$ cat src/rtl/masked_argmax_pkg.sv
package masked_argmax_pkg;

   typedef enum logic [1:0] {
      ST_TAKE   = 2'd0,
      ST_SIGN   = 2'd1,
      ST_SEL    = 2'd2,
      ST_COMMIT = 2'd3
   } amx_state_e;

   // Two-share AND with one fresh bit: bit 0 carries the masked product,
   // bit 1 carries the fresh bit, so their XOR is the plain product.
   function automatic logic [1:0] sec_and(input logic [1:0] x,
                                          input logic [1:0] y,
                                          input logic       r);
      logic z;
      z = r ^ (x[0] & y[0]);
      z = z ^ (x[0] & y[1]);
      z = z ^ (x[1] & y[0]);
      z = z ^ (x[1] & y[1]);
      return {r, z};
   endfunction

endpackage

$ cat src/rtl/masked_sign_sub.sv
module masked_sign_sub
   import masked_argmax_pkg::*;
#(
   parameter int W       = 20,
   parameter int REG_OUT = 0,
   localparam int RW     = 2 * W
) (
   input  logic          clk,
   input  logic          rst_n,
   input  logic          en,
   input  logic [W-1:0]  a_sh0,
   input  logic [W-1:0]  a_sh1,
   input  logic [W-1:0]  b_sh0,
   input  logic [W-1:0]  b_sh1,
   input  logic [RW-1:0] rnd,
   output logic [1:0]    sgn
);

   logic [1:0] sgn_raw;
   logic [1:0] sgn_q;

   // a + ~b + 1, computed on shares; only the sign of the W+1 bit result
   // is produced (operands sign-extended by one bit, so no wraparound).
   always_comb begin : p_chain
      logic [1:0] c;
      logic [1:0] x;
      logic [1:0] y;
      logic [1:0] g;
      logic [1:0] p;
      logic [1:0] t;
      c = 2'b01;
      for (int i = 0; i < W; i++) begin
         x = {a_sh1[i], a_sh0[i]};
         y = {b_sh1[i], ~b_sh0[i]};
         g = sec_and(x, y, rnd[2*i]);
         p = x ^ y;
         t = sec_and(c, p, rnd[2*i+1]);
         c = g ^ t;
      end
      sgn_raw = {a_sh1[W-1] ^ b_sh1[W-1] ^ c[1],
                 a_sh0[W-1] ^ ~b_sh0[W-1] ^ c[0]};
   end

   always_ff @(posedge clk or negedge rst_n) begin
      if (!rst_n)   sgn_q <= '0;
      else if (en)  sgn_q <= sgn_raw;
   end

   generate
      if (REG_OUT != 0) begin : g_reg
         assign sgn = sgn_q;
      end else begin : g_comb
         assign sgn = sgn_raw;
      end
   endgenerate

endmodule

$ cat src/rtl/masked_sel.sv
module masked_sel #(
   parameter int N = 20
) (
   input  logic         clk,
   input  logic         rst_n,
   input  logic         en,
   input  logic [1:0]   sel,
   input  logic [N-1:0] old_sh0,
   input  logic [N-1:0] old_sh1,
   input  logic [N-1:0] new_sh0,
   input  logic [N-1:0] new_sh1,
   input  logic [N-1:0] rnd,
   output logic [N-1:0] flip_sh0,
   output logic [N-1:0] flip_sh1
);

   // Shares of sel & (old ^ new); the caller XORs them into old.
   // Cross products are registered before they are combined.
   genvar gi;
   generate
      for (gi = 0; gi < N; gi++) begin : g_bit
         logic d0, d1;
         logic t0, t1, t2, t3, tr;
         assign d0 = old_sh0[gi] ^ new_sh0[gi];
         assign d1 = old_sh1[gi] ^ new_sh1[gi];
         always_ff @(posedge clk or negedge rst_n) begin
            if (!rst_n) begin
               t0 <= 1'b0; t1 <= 1'b0; t2 <= 1'b0; t3 <= 1'b0; tr <= 1'b0;
            end else if (en) begin
               t0 <= rnd[gi] ^ (sel[0] & d0);
               t1 <= sel[0] & d1;
               t2 <= sel[1] & d0;
               t3 <= sel[1] & d1;
               tr <= rnd[gi];
            end
         end
         assign flip_sh0[gi] = ((t0 ^ t1) ^ t2) ^ t3;
         assign flip_sh1[gi] = tr;
      end
   endgenerate

endmodule

$ cat src/rtl/masked_argmax.sv
module masked_argmax
   import masked_argmax_pkg::*;
#(
   parameter int SCORE_W     = 20,
   parameter int NUM_CLASSES = 10,
   parameter int SUB_REG     = 0,
   parameter int IDX_W       = $clog2(NUM_CLASSES),
   parameter int RND_W       = 3 * SCORE_W + 2 * IDX_W
) (
   input  logic               clk,
   input  logic               rst_n,
   input  logic               in_valid,
   output logic               in_ready,
   input  logic [SCORE_W-1:0] score_sh0,
   input  logic [SCORE_W-1:0] score_sh1,
   input  logic [RND_W-1:0]   rnd_in,
   output logic               done,
   output logic [IDX_W-1:0]   idx_sh0,
   output logic [IDX_W-1:0]   idx_sh1
);

   localparam int SUB_RW  = 2 * SCORE_W;
   localparam int SEL_LO  = SUB_RW;
   localparam int IXR_LO  = SUB_RW + SCORE_W;
   localparam int MSK_LO  = IXR_LO + IDX_W;
   localparam logic [IDX_W-1:0] LAST_POS = IDX_W'(NUM_CLASSES - 1);

   generate
      if (SCORE_W < 2) begin : g_bad_w
         $error("masked_argmax: SCORE_W must be at least 2");
      end
      if (NUM_CLASSES < 2) begin : g_bad_n
         $error("masked_argmax: NUM_CLASSES must be at least 2");
      end
      if ((1 << IDX_W) < NUM_CLASSES) begin : g_bad_ix
         $error("masked_argmax: IDX_W too narrow for NUM_CLASSES");
      end
      if (SUB_REG < 0 || SUB_REG > 1) begin : g_bad_sub
         $error("masked_argmax: SUB_REG must be 0 or 1");
      end
      if (RND_W != 3 * SCORE_W + 2 * IDX_W) begin : g_bad_rw
         $error("masked_argmax: RND_W must equal 3*SCORE_W+2*IDX_W");
      end
   endgenerate

   amx_state_e         state;
   logic [IDX_W-1:0]   pos;
   logic [SCORE_W-1:0] max_sh0, max_sh1;
   logic [SCORE_W-1:0] cand_sh0, cand_sh1;
   logic [IDX_W-1:0]   win_sh0, win_sh1;
   logic [IDX_W-1:0]   cix_sh0, cix_sh1;
   logic [IDX_W-1:0]   out_sh0, out_sh1;
   logic               done_q;

   logic               take;
   logic [1:0]         sgn;
   logic [SCORE_W-1:0] fmax_sh0, fmax_sh1;
   logic [IDX_W-1:0]   fidx_sh0, fidx_sh1;
   logic [IDX_W-1:0]   imask;
   logic               sel_en;
   logic               sub_en;

   assign in_ready = (state == ST_TAKE);
   assign take     = in_valid && in_ready;
   assign imask    = rnd_in[MSK_LO +: IDX_W];
   assign sel_en   = (state == ST_SEL);
   assign sub_en   = (state == ST_SIGN);

   masked_sign_sub #(
      .W       (SCORE_W),
      .REG_OUT (SUB_REG)
   ) u_sub (
      .clk   (clk),
      .rst_n (rst_n),
      .en    (sub_en),
      .a_sh0 (max_sh0),
      .a_sh1 (max_sh1),
      .b_sh0 (cand_sh0),
      .b_sh1 (cand_sh1),
      .rnd   (rnd_in[SUB_RW-1:0]),
      .sgn   (sgn)
   );

   masked_sel #(.N(SCORE_W)) u_sel_max (
      .clk      (clk),
      .rst_n    (rst_n),
      .en       (sel_en),
      .sel      (sgn),
      .old_sh0  (max_sh0),
      .old_sh1  (max_sh1),
      .new_sh0  (cand_sh0),
      .new_sh1  (cand_sh1),
      .rnd      (rnd_in[SEL_LO +: SCORE_W]),
      .flip_sh0 (fmax_sh0),
      .flip_sh1 (fmax_sh1)
   );

   masked_sel #(.N(IDX_W)) u_sel_idx (
      .clk      (clk),
      .rst_n    (rst_n),
      .en       (sel_en),
      .sel      (sgn),
      .old_sh0  (win_sh0),
      .old_sh1  (win_sh1),
      .new_sh0  (cix_sh0),
      .new_sh1  (cix_sh1),
      .rnd      (rnd_in[IXR_LO +: IDX_W]),
      .flip_sh0 (fidx_sh0),
      .flip_sh1 (fidx_sh1)
   );

   always_ff @(posedge clk or negedge rst_n) begin
      if (!rst_n) begin
         state    <= ST_TAKE;
         pos      <= '0;
         max_sh0  <= '0;
         max_sh1  <= '0;
         cand_sh0 <= '0;
         cand_sh1 <= '0;
         win_sh0  <= '0;
         win_sh1  <= '0;
         cix_sh0  <= '0;
         cix_sh1  <= '0;
         out_sh0  <= '0;
         out_sh1  <= '0;
         done_q   <= 1'b0;
      end else begin
         done_q <= 1'b0;
         unique case (state)
            ST_TAKE: begin
               if (take) begin
                  if (pos == '0) begin
                     max_sh0 <= score_sh0;
                     max_sh1 <= score_sh1;
                     win_sh0 <= imask;
                     win_sh1 <= imask;
                     pos     <= IDX_W'(1);
                  end else begin
                     cand_sh0 <= score_sh0;
                     cand_sh1 <= score_sh1;
                     cix_sh0  <= pos ^ imask;
                     cix_sh1  <= imask;
                     state    <= (SUB_REG != 0) ? ST_SIGN : ST_SEL;
                  end
               end
            end
            ST_SIGN: state <= ST_SEL;
            ST_SEL:  state <= ST_COMMIT;
            ST_COMMIT: begin
               max_sh0 <= max_sh0 ^ fmax_sh0;
               max_sh1 <= max_sh1 ^ fmax_sh1;
               win_sh0 <= win_sh0 ^ fidx_sh0;
               win_sh1 <= win_sh1 ^ fidx_sh1;
               if (pos == LAST_POS) begin
                  out_sh0 <= win_sh0 ^ fidx_sh0;
                  out_sh1 <= win_sh1 ^ fidx_sh1;
                  done_q  <= 1'b1;
                  pos     <= '0;
               end else begin
                  pos <= pos + IDX_W'(1);
               end
               state <= ST_TAKE;
            end
            default: state <= ST_TAKE;
         endcase
      end
   end

   assign done    = done_q;
   assign idx_sh0 = out_sh0;
   assign idx_sh1 = out_sh1;

endmodule

$ cat config.mk
export PLATFORM = sky130hd
export DESIGN_NAME = masked_argmax
export DESIGN_NICKNAME = d
export VERILOG_FILES = /design/src/rtl/masked_argmax_pkg.sv /design/src/rtl/masked_sign_sub.sv /design/src/rtl/masked_sel.sv /design/src/rtl/masked_argmax.sv
export SDC_FILE = /design/constraint.sdc
export NUM_CORES = 1
export LEC_CHECK = 0
export BUFFER_PORTS_ARGS = -buffer_cell sky130_fd_sc_hd__buf_2
export CAP_MARGIN = 20
export CELL_PAD_IN_SITES_DETAIL_PLACEMENT = 1
export CELL_PAD_IN_SITES_GLOBAL_PLACEMENT = 1
export CORE_MARGIN = 2
export CORE_UTILIZATION = 30
export CTS_BUF_LIST = sky130_fd_sc_hd__clkbuf_16
export CTS_CLUSTER_SIZE = 16
export DETAILED_ROUTE_END_ITERATION = 8
export PLACE_DENSITY_LB_ADDON = 0.1
export RECOVER_POWER = 100
export SLEW_MARGIN = 10
export SYNTH_ARGS = -nofsm -noshare
export SYNTH_HDL_FRONTEND = slang
export SYNTH_SLANG_ARGS = --single-unit
export TNS_END_PERCENT = 10
$ cat constraint.sdc
create_clock -name clk -period 8.05 [get_ports clk]
set_input_delay 0.805 -clock clk [delete_from_list [all_inputs] [get_ports clk]]
set_output_delay 0.805 -clock clk [all_outputs]
set_load 0.1 [all_outputs]
==> out/results.tsv, run 1 <==
stage	metric	value	unit
clocking	later-pin clock latency in the skew report	580	ps
routing	DRC Markers	0	
floorplan	Starting Density	0.3029	
timing	WHS	448.7	ps
timing	fin crit period	7262	ps
timing	fin crit share	0.9022	
hold_path	type of the worst min-delay path	primary input to register	
run_status	status	finished, violations left	
floorplan	row cnt	77	
yosys	ys flop type	dfrtp_1	
timing	Max Transition Viols Final	471	
worst_setup_path	CP endpoint kind	register	
yosys	synthesized instance count	1434	
clocking	clock sink count	231	
placement	placed cell areas	14490	um2
clocking	clock root cell	clkbuf_16	
layout	Net count, final	1676	
routing	routed via count	10600	
clocking	H-tree depth	1	
clocking	Clk pin slew, worst setup/hold paths	60	ps
placement	hpwl dp	24680	um
worst_setup_path	crit start category	register	
layout	synth-to-layout area growth	14.92	%
floorplan	Die W	214.8	um
routing	Via density	4.962	
routing	WL per Instance	17.78	um
timing	Max Freq	137.7	MHz
run_status	failing checks	max-capacitance violations, max-slew violations	
yosys	Synth top area share	0.4334	
placement	port bufs	110	
timing	final setup violation count	0	
timing	Final Hold Fails	0	
yosys	sequential area share after synthesis	0.4334	
timing	Worst Skew	19.82	ps
yosys	syn_nets	1589	
layout	Final Util	0.3481	
placement	GP Congestion	0.7511	
yosys	Post-Syn Area per Cell	9.300	um2
yosys	FFs w/ async S/R, synth	1.000	
global_routing	largest net degree at the start of global routing	128	
routing	Routed WL	38010	um
worst_setup_path	critical setup path kind	register to register	
layout	Multi-input gate area	7181	um2
yosys	Synth Register Bits	231	
worst_setup_path	Bufs and invs on worst path	1	
timing	Setup TNS	0	ps
timing	unrepaired setup endpoints after global routing	no	
clocking	CTS Hold Bufs	0	
worst_setup_path	critical path's top delay family	compound AO/OA/AOI/OAI gates	
global_routing	vias in the first global route	11250	
worst_setup_path	CP required	8520	ps
floorplan	Core Area	44030	um2
routing	Routed Antenna Nets	0	
yosys	Syn Std Cell Area	13340	um2
floorplan	Die ar.	46160	um2
worst_setup_path	crit path max fanout	20	
clocking	CTS Buffer Depth	3	
yosys	synth warn	0	
yosys	cell taking the most area after synthesis	dfrtp_1	
global_routing	GRT overflow	0	
clocking	CTS tree	built	
clocking	CTS Buf Count	30	
worst_setup_path	max incr delay on CP	550	ps
routing	violation count after the first detailed-route iteration	404	
clocking	post-cts resize count	0	
floorplan	io pins	121	
global_routing	global-route wire length before repair	61890	um
global_routing	GRT Util Overall	0.1667	
floorplan	Die Y-Extent	214.8	um
layout	fillers	5147	
timing	worst-margin pin slew	6149	ps
layout	flip-flop and latch area	5781	um2
layout	share of cells above drive strength 1	0.1320	
layout	number of antenna diodes	0	
clocking	Post-CTS Setup Inserts	0	
layout	final instance area	15330	um2
job	max_cap viols	9	
timing	Slew headroom	-3.100	
yosys	Synth area leaders	dfrtp_1, xnor2_1, nand2_1	
worst_setup_path	Crit-path slowest cell	o31a_2	
global_routing	initial antenna violation count	0	
routing	DRT Pass-1 Iters	4	
yosys	EDFF count, synth	0	
worst_setup_path	Worst Path Arrival	7730	ps
yosys	Netlist cell types	61	
==> cells in the final DEF (no fill, tap or decap), types with 31 or more instances in the layout <==
cell type / count
nand2_1: 304
dfrtp_1: 231
xnor2_1: 169
buf_2: 99
o21ai_0: 69
nor2_1: 67
xor2_1: 61
a21oi_1: 60
o31ai_1: 50
mux2_2: 46
ha_1: 44
nand3_1: 31
==> Yosys cell counts (13+ instances only) <==
cell type    n
nand2_1    304
dfrtp_1    231
xnor2_1    169
o21ai_0     68
nor2_1      67
xor2_1      61
a21oi_1     60
clkbuf_1    54
o31ai_1     50
mux2_2      46
ha_1        44
nand3_1     32
a31oi_1     25
inv_1       24
or4_1       24
nand3b_1    21
o22ai_1     18
nor2b_1     13
nor3_1      13
==> layer usage <==
layer / up-vias / wire length [um] / track usage
met3: 37 / 1135 / 0.02251
met4: 0 / 469 / 0.03194
met2: 108 / 18530 / 0.2950
met1: 5337 / 17870 / 0.2176
li1: 5121 / - / -
met5: - / 0 / 0
==> sequential cells by signal, summed over array words and instances (netlist names), 20 cells and up <==
register            cells
cand_sh0               20
cand_sh1               20
max_sh0                20
max_sh1                20
u_sel_max.g_bit.t0     20
u_sel_max.g_bit.t1     20
u_sel_max.g_bit.t2     20
u_sel_max.g_bit.t3     20
u_sel_max.g_bit.tr     20
==> stage by stage <==
step                setup WS (ps)  std cells
finish                      787.6       2137
global route                91.19       2137
CTS                         665.2       2136
detailed placement          553.4       2080
global placement            648.4       2080
floorplan                    1683       1434
==> worst register-to-register path, cell delays in order, from the launching register on <==
cell	delay, ps
dfrtp_1	420
ha_1	380
xor2_1	400
nand2_1	130
xnor2_1	150
xnor2_1	260
nand3b_1	110
mux2_2	330
a2111o_1	460
o2111ai_2	120
nor4_1	100
a2111o_1	410
nor3_2	340
mux2i_1	330
nand4_4	170
mux2_2	280
nand4_1	110
o21ai_0	240
o2111ai_2	230
or3_4	460
o211ai_1	110
o2111ai_1	200
o31a_2	550
buf_4	290
or4_1	410
a31oi_1	170
==> area by class of cell <==
class,count,share of cell area
flip-flops and latches,231,0.3772
multi-input cells,1108,0.4685
well taps,592,0.04833
inverters,25,0.006205
repair buffers,125,0.04147
clock inverters,26,0.009307
clock buffers,30,0.04898
==> kinds of logic after synthesis <==
| kind of cell | Yosys count | share of synthesized area |
|---|---|---|
| flip-flops | 231 | 0.4334 |
| XOR/XNOR | 230 | 0.1510 |
| AO/OA/AOI/OAI | 263 | 0.1240 |
| multiplexers | 50 | 0.04222 |
| buffers and inverters | 95 | 0.02908 |
| AND/OR/NAND/NOR | 521 | 0.1789 |
| adder cells (fa/ha/maj) | 44 | 0.04128 |
==> worst paths after layout <==
kind / startpoint / endpoint / slack, ps / depth (start not counted)
hold reg to reg: idx_sh1[1] / idx_sh1[1] / 480 / 2
setup reg to reg: max_sh1[3] / u_sel_max.g_bit[10].t0 / 790 / 25
hold / removal: rnd_in[57] / u_sel_max.g_bit[17].tr / 450 / 3
max in group asynchronous: rst_n / cand_sh0[12] / 2060 / 1
setup / recovery: max_sh1[3] / u_sel_max.g_bit[10].t0 / 790 / 25
min in group asynchronous: rst_n / idx_sh1[1] / 2510 / 1
Power of run 1 is left out: the tool's default activity adds up to more than one toggle a clock period on the data nets, which glitch-free logic cannot reach.
==> run 2, diff against run 1 <==
--- a/config.mk
+++ b/config.mk
@@ -15,9 +15,9 @@
 export CTS_CLUSTER_SIZE = 16
 export DETAILED_ROUTE_END_ITERATION = 8
 export PLACE_DENSITY_LB_ADDON = 0.1
-export RECOVER_POWER = 100
 export SLEW_MARGIN = 10
 export SYNTH_ARGS = -nofsm -noshare
 export SYNTH_HDL_FRONTEND = slang
+export SYNTH_HIERARCHICAL = 1
 export SYNTH_SLANG_ARGS = --single-unit
 export TNS_END_PERCENT = 10
==> run 2 against run 1 <==
Effect of this change:
- the run now ends clean
- first-iteration DRC count grew 22%
- final cell count shrank 2.7%
- global-route usage shrank 0.27 points
- clock-buffer cell count grew 1
- critical endpoint is now u_sel_max/g_bit[6].t0
==> out/results.tsv, run 2 <==
stage	metric	value	unit	change
run_status	status	complete, no violations		
placement	hpwl dp	25020	um	+1.4%
hold_path	type of the worst min-delay path	primary input to asynchronous set/reset pin		
placement	Place WS	125.8	ps	-427.6 ps
timing	Final Hold Fails	0		unchanged
yosys	Post-Syn Area per Cell	10.08	um2	+8.3%
yosys	syn_nets	1537		-3.3%
layout	synth-to-layout area growth	13.91	%	
clocking	CTS Buffer Depth	3		unchanged
yosys	synthesized instance count	1383		-3.6%
timing	WHS	240.4	ps	-208.3 ps
layout	fin cells	2080		-2.7%
worst_setup_path	Worst Path Arrival	7860	ps	+130 ps
timing	worst-margin pin slew	868.2	ps	-5281 ps
floorplan	Starting Density	0.3058		+0.002863
timing	Slew headroom	0.4212		+3.521
timing	final setup violation count	0		unchanged
global_routing	GRT Util Overall	0.1640		-0.002659
worst_setup_path	Crit-path slowest cell	or4_1		
yosys	Syn Std Cell Area	13940	um2	+4.5%
floorplan	Core Area	45580	um2	+3.5%
clocking	CTS tree	built		
clocking	H-tree depth	1		unchanged
floorplan	row cnt	78		+1.3%
routing	Routed Antenna Nets	0		unchanged
placement	placed cells	2021		-2.8%
worst_setup_path	CP endpoint kind	register		
worst_setup_path	critical setup path kind	register to register		
clocking	clock root cell	clkbuf_16		
layout	share of cells above drive strength 1	0.1597		+0.02764
floorplan	Die W	219.5	um	+2.2%
routing	routed via count	10240		-3.5%
yosys	synth warn	6		+6
timing	fin crit period	7368	ps	+105.7 ps
routing	DRT Pass-1 Iters	4		unchanged
clocking	Clk pin slew, worst setup/hold paths	60	ps	about the same
clocking	CTS Buf Count	30		unchanged
timing	Max Freq	135.7	MHz	-1.4%
floorplan	Die Y-Extent	219.5	um	+2.2%
timing	unrepaired setup endpoints after global routing	no		
global_routing	vias in the first global route	10910		-3.0%
global_routing	largest net degree at the start of global routing	136		+6.3%
timing	Setup TNS	0	ps	unchanged
worst_setup_path	max incr delay on CP	600	ps	+50 ps
global_routing	initial antenna violation count	2		+2
global_routing	GRT overflow	0		unchanged
worst_setup_path	critical path's top delay family	simple AND/OR/NAND/NOR gates		
layout	commonest non-fill, non-tap cell in the layout	dfrtp_1		
clocking	clock sink count	231		unchanged
timing	Max Transition Viols Final	0		-100%
clocking	later-pin clock latency in the skew report	580	ps	about the same
worst_setup_path	Bufs and invs on worst path	3		+2
layout	most frequent cells in the layout	dfrtp_1, xnor2_1, buf_2		
floorplan	io pins	121		unchanged
routing	WL per Instance	18.56	um	+4.3%
placement	GP Congestion	0.7149		-4.8%
layout	Net count, final	1610		-3.9%
floorplan	Die ar.	48190	um2	+4.4%
job	max_cap viols	0		-9
clocking	CTS Hold Bufs	0		unchanged
timing	Worst Skew	17.74	ps	-2.083 ps
worst_setup_path	crit start category	register		
routing	DRC Markers	0		unchanged
routing	Via density	4.922		-0.81%
timing	crit path setup slack, layout	681.9	ps	-105.7 ps
timing	fin crit share	0.9153		+0.01313
worst_setup_path	most frequent CP cell	mux2i_1		
worst_setup_path	crit path max fanout	22		+10%
routing	Routed WL	38600	um	+1.6%
routing	violation count after the first detailed-route iteration	493		+22%
worst_setup_path	CP required	8550	ps	+30 ps
placement	port bufs	112		+1.8%
global_routing	global-route wire length before repair	61840	um	about the same
run 2: cell types whose count changed in the layout (fill, tap and decap cells not counted), sizes merged, moves of 22 or more:
cell / previous run / this run
and3: 1 / 47
xnor2: 169 / 191
or3: 4 / 27
o31ai: 50 / 0
nor2: 67 / 40
o22ai: 18 / 72
nor3b: 5 / 40
a311o: 1 / 46
a21oi: 60 / 12
nand2: 304 / 113
buf: 106 / 128
inv: 30 / 108
run 2: metal layers:
layer	track usage	wire length, um
met5	0	11
met1	0.2180	18200
met3	0.02374	1119
met4	0.02905	621
met2	0.2852	18640
run 2: final cells by class:
class / count / area, um2
fill: 5113 / 29700
multi-input combinational: 964 / 7317
inverter: 101 / 379.1
tap: 600 / 750.7
timing repair buffer: 128 / 715.7
clock buffer: 31 / 775.7
antenna: 2 / 5.005
clock inverter: 23 / 150.1
sequential: 231 / 5781
run 2: worst paths after layout:
path | startpoint | end | slack (ps) | cells past startpoint
min in group clk | score_sh0[13] | cand_sh0[13] | 470 | 2
worst max register to register | max_sh0[0] | u_sel_max/g_bit[6].t0 | 680 | 28
worst min-delay path | rst_n | max_sh1[16] | 240 | 1
max in group asynchronous | rst_n | cand_sh0[4] | 6500 | 2
worst max-delay path | max_sh0[0] | u_sel_max/g_bit[6].t0 | 680 | 28
worst min register to register | idx_sh0[1] | idx_sh0[1] | 500 | 2
run 2: what timing repair did:
action	in CTS	in global routing
resized for setup	0	4
setup buffers	0	2
hold endpoints to repair	0	0
setup endpoints to repair	0	48
run 2: stage by stage:
step / utilization / cell area [um2]
detailed placement: 0.3266 / 14880
CTS: 0.3469 / 15810
global placement: 0.3266 / 14880
finish: 0.3483 / 15870
global route: 0.3482 / 15870
floorplan: - / 13940
run 2: worst reg2reg max path: cells and delay by family, from the launching register on:
kind	cells	cell delay (ps)
buf+inv	3	410
simple gates	11	2910
mux	5	1520
xor+xnor	5	1010
compound gates	3	690
flops	1	440
fa+ha+maj	1	340
Power of run 2 is left out for the same reason.
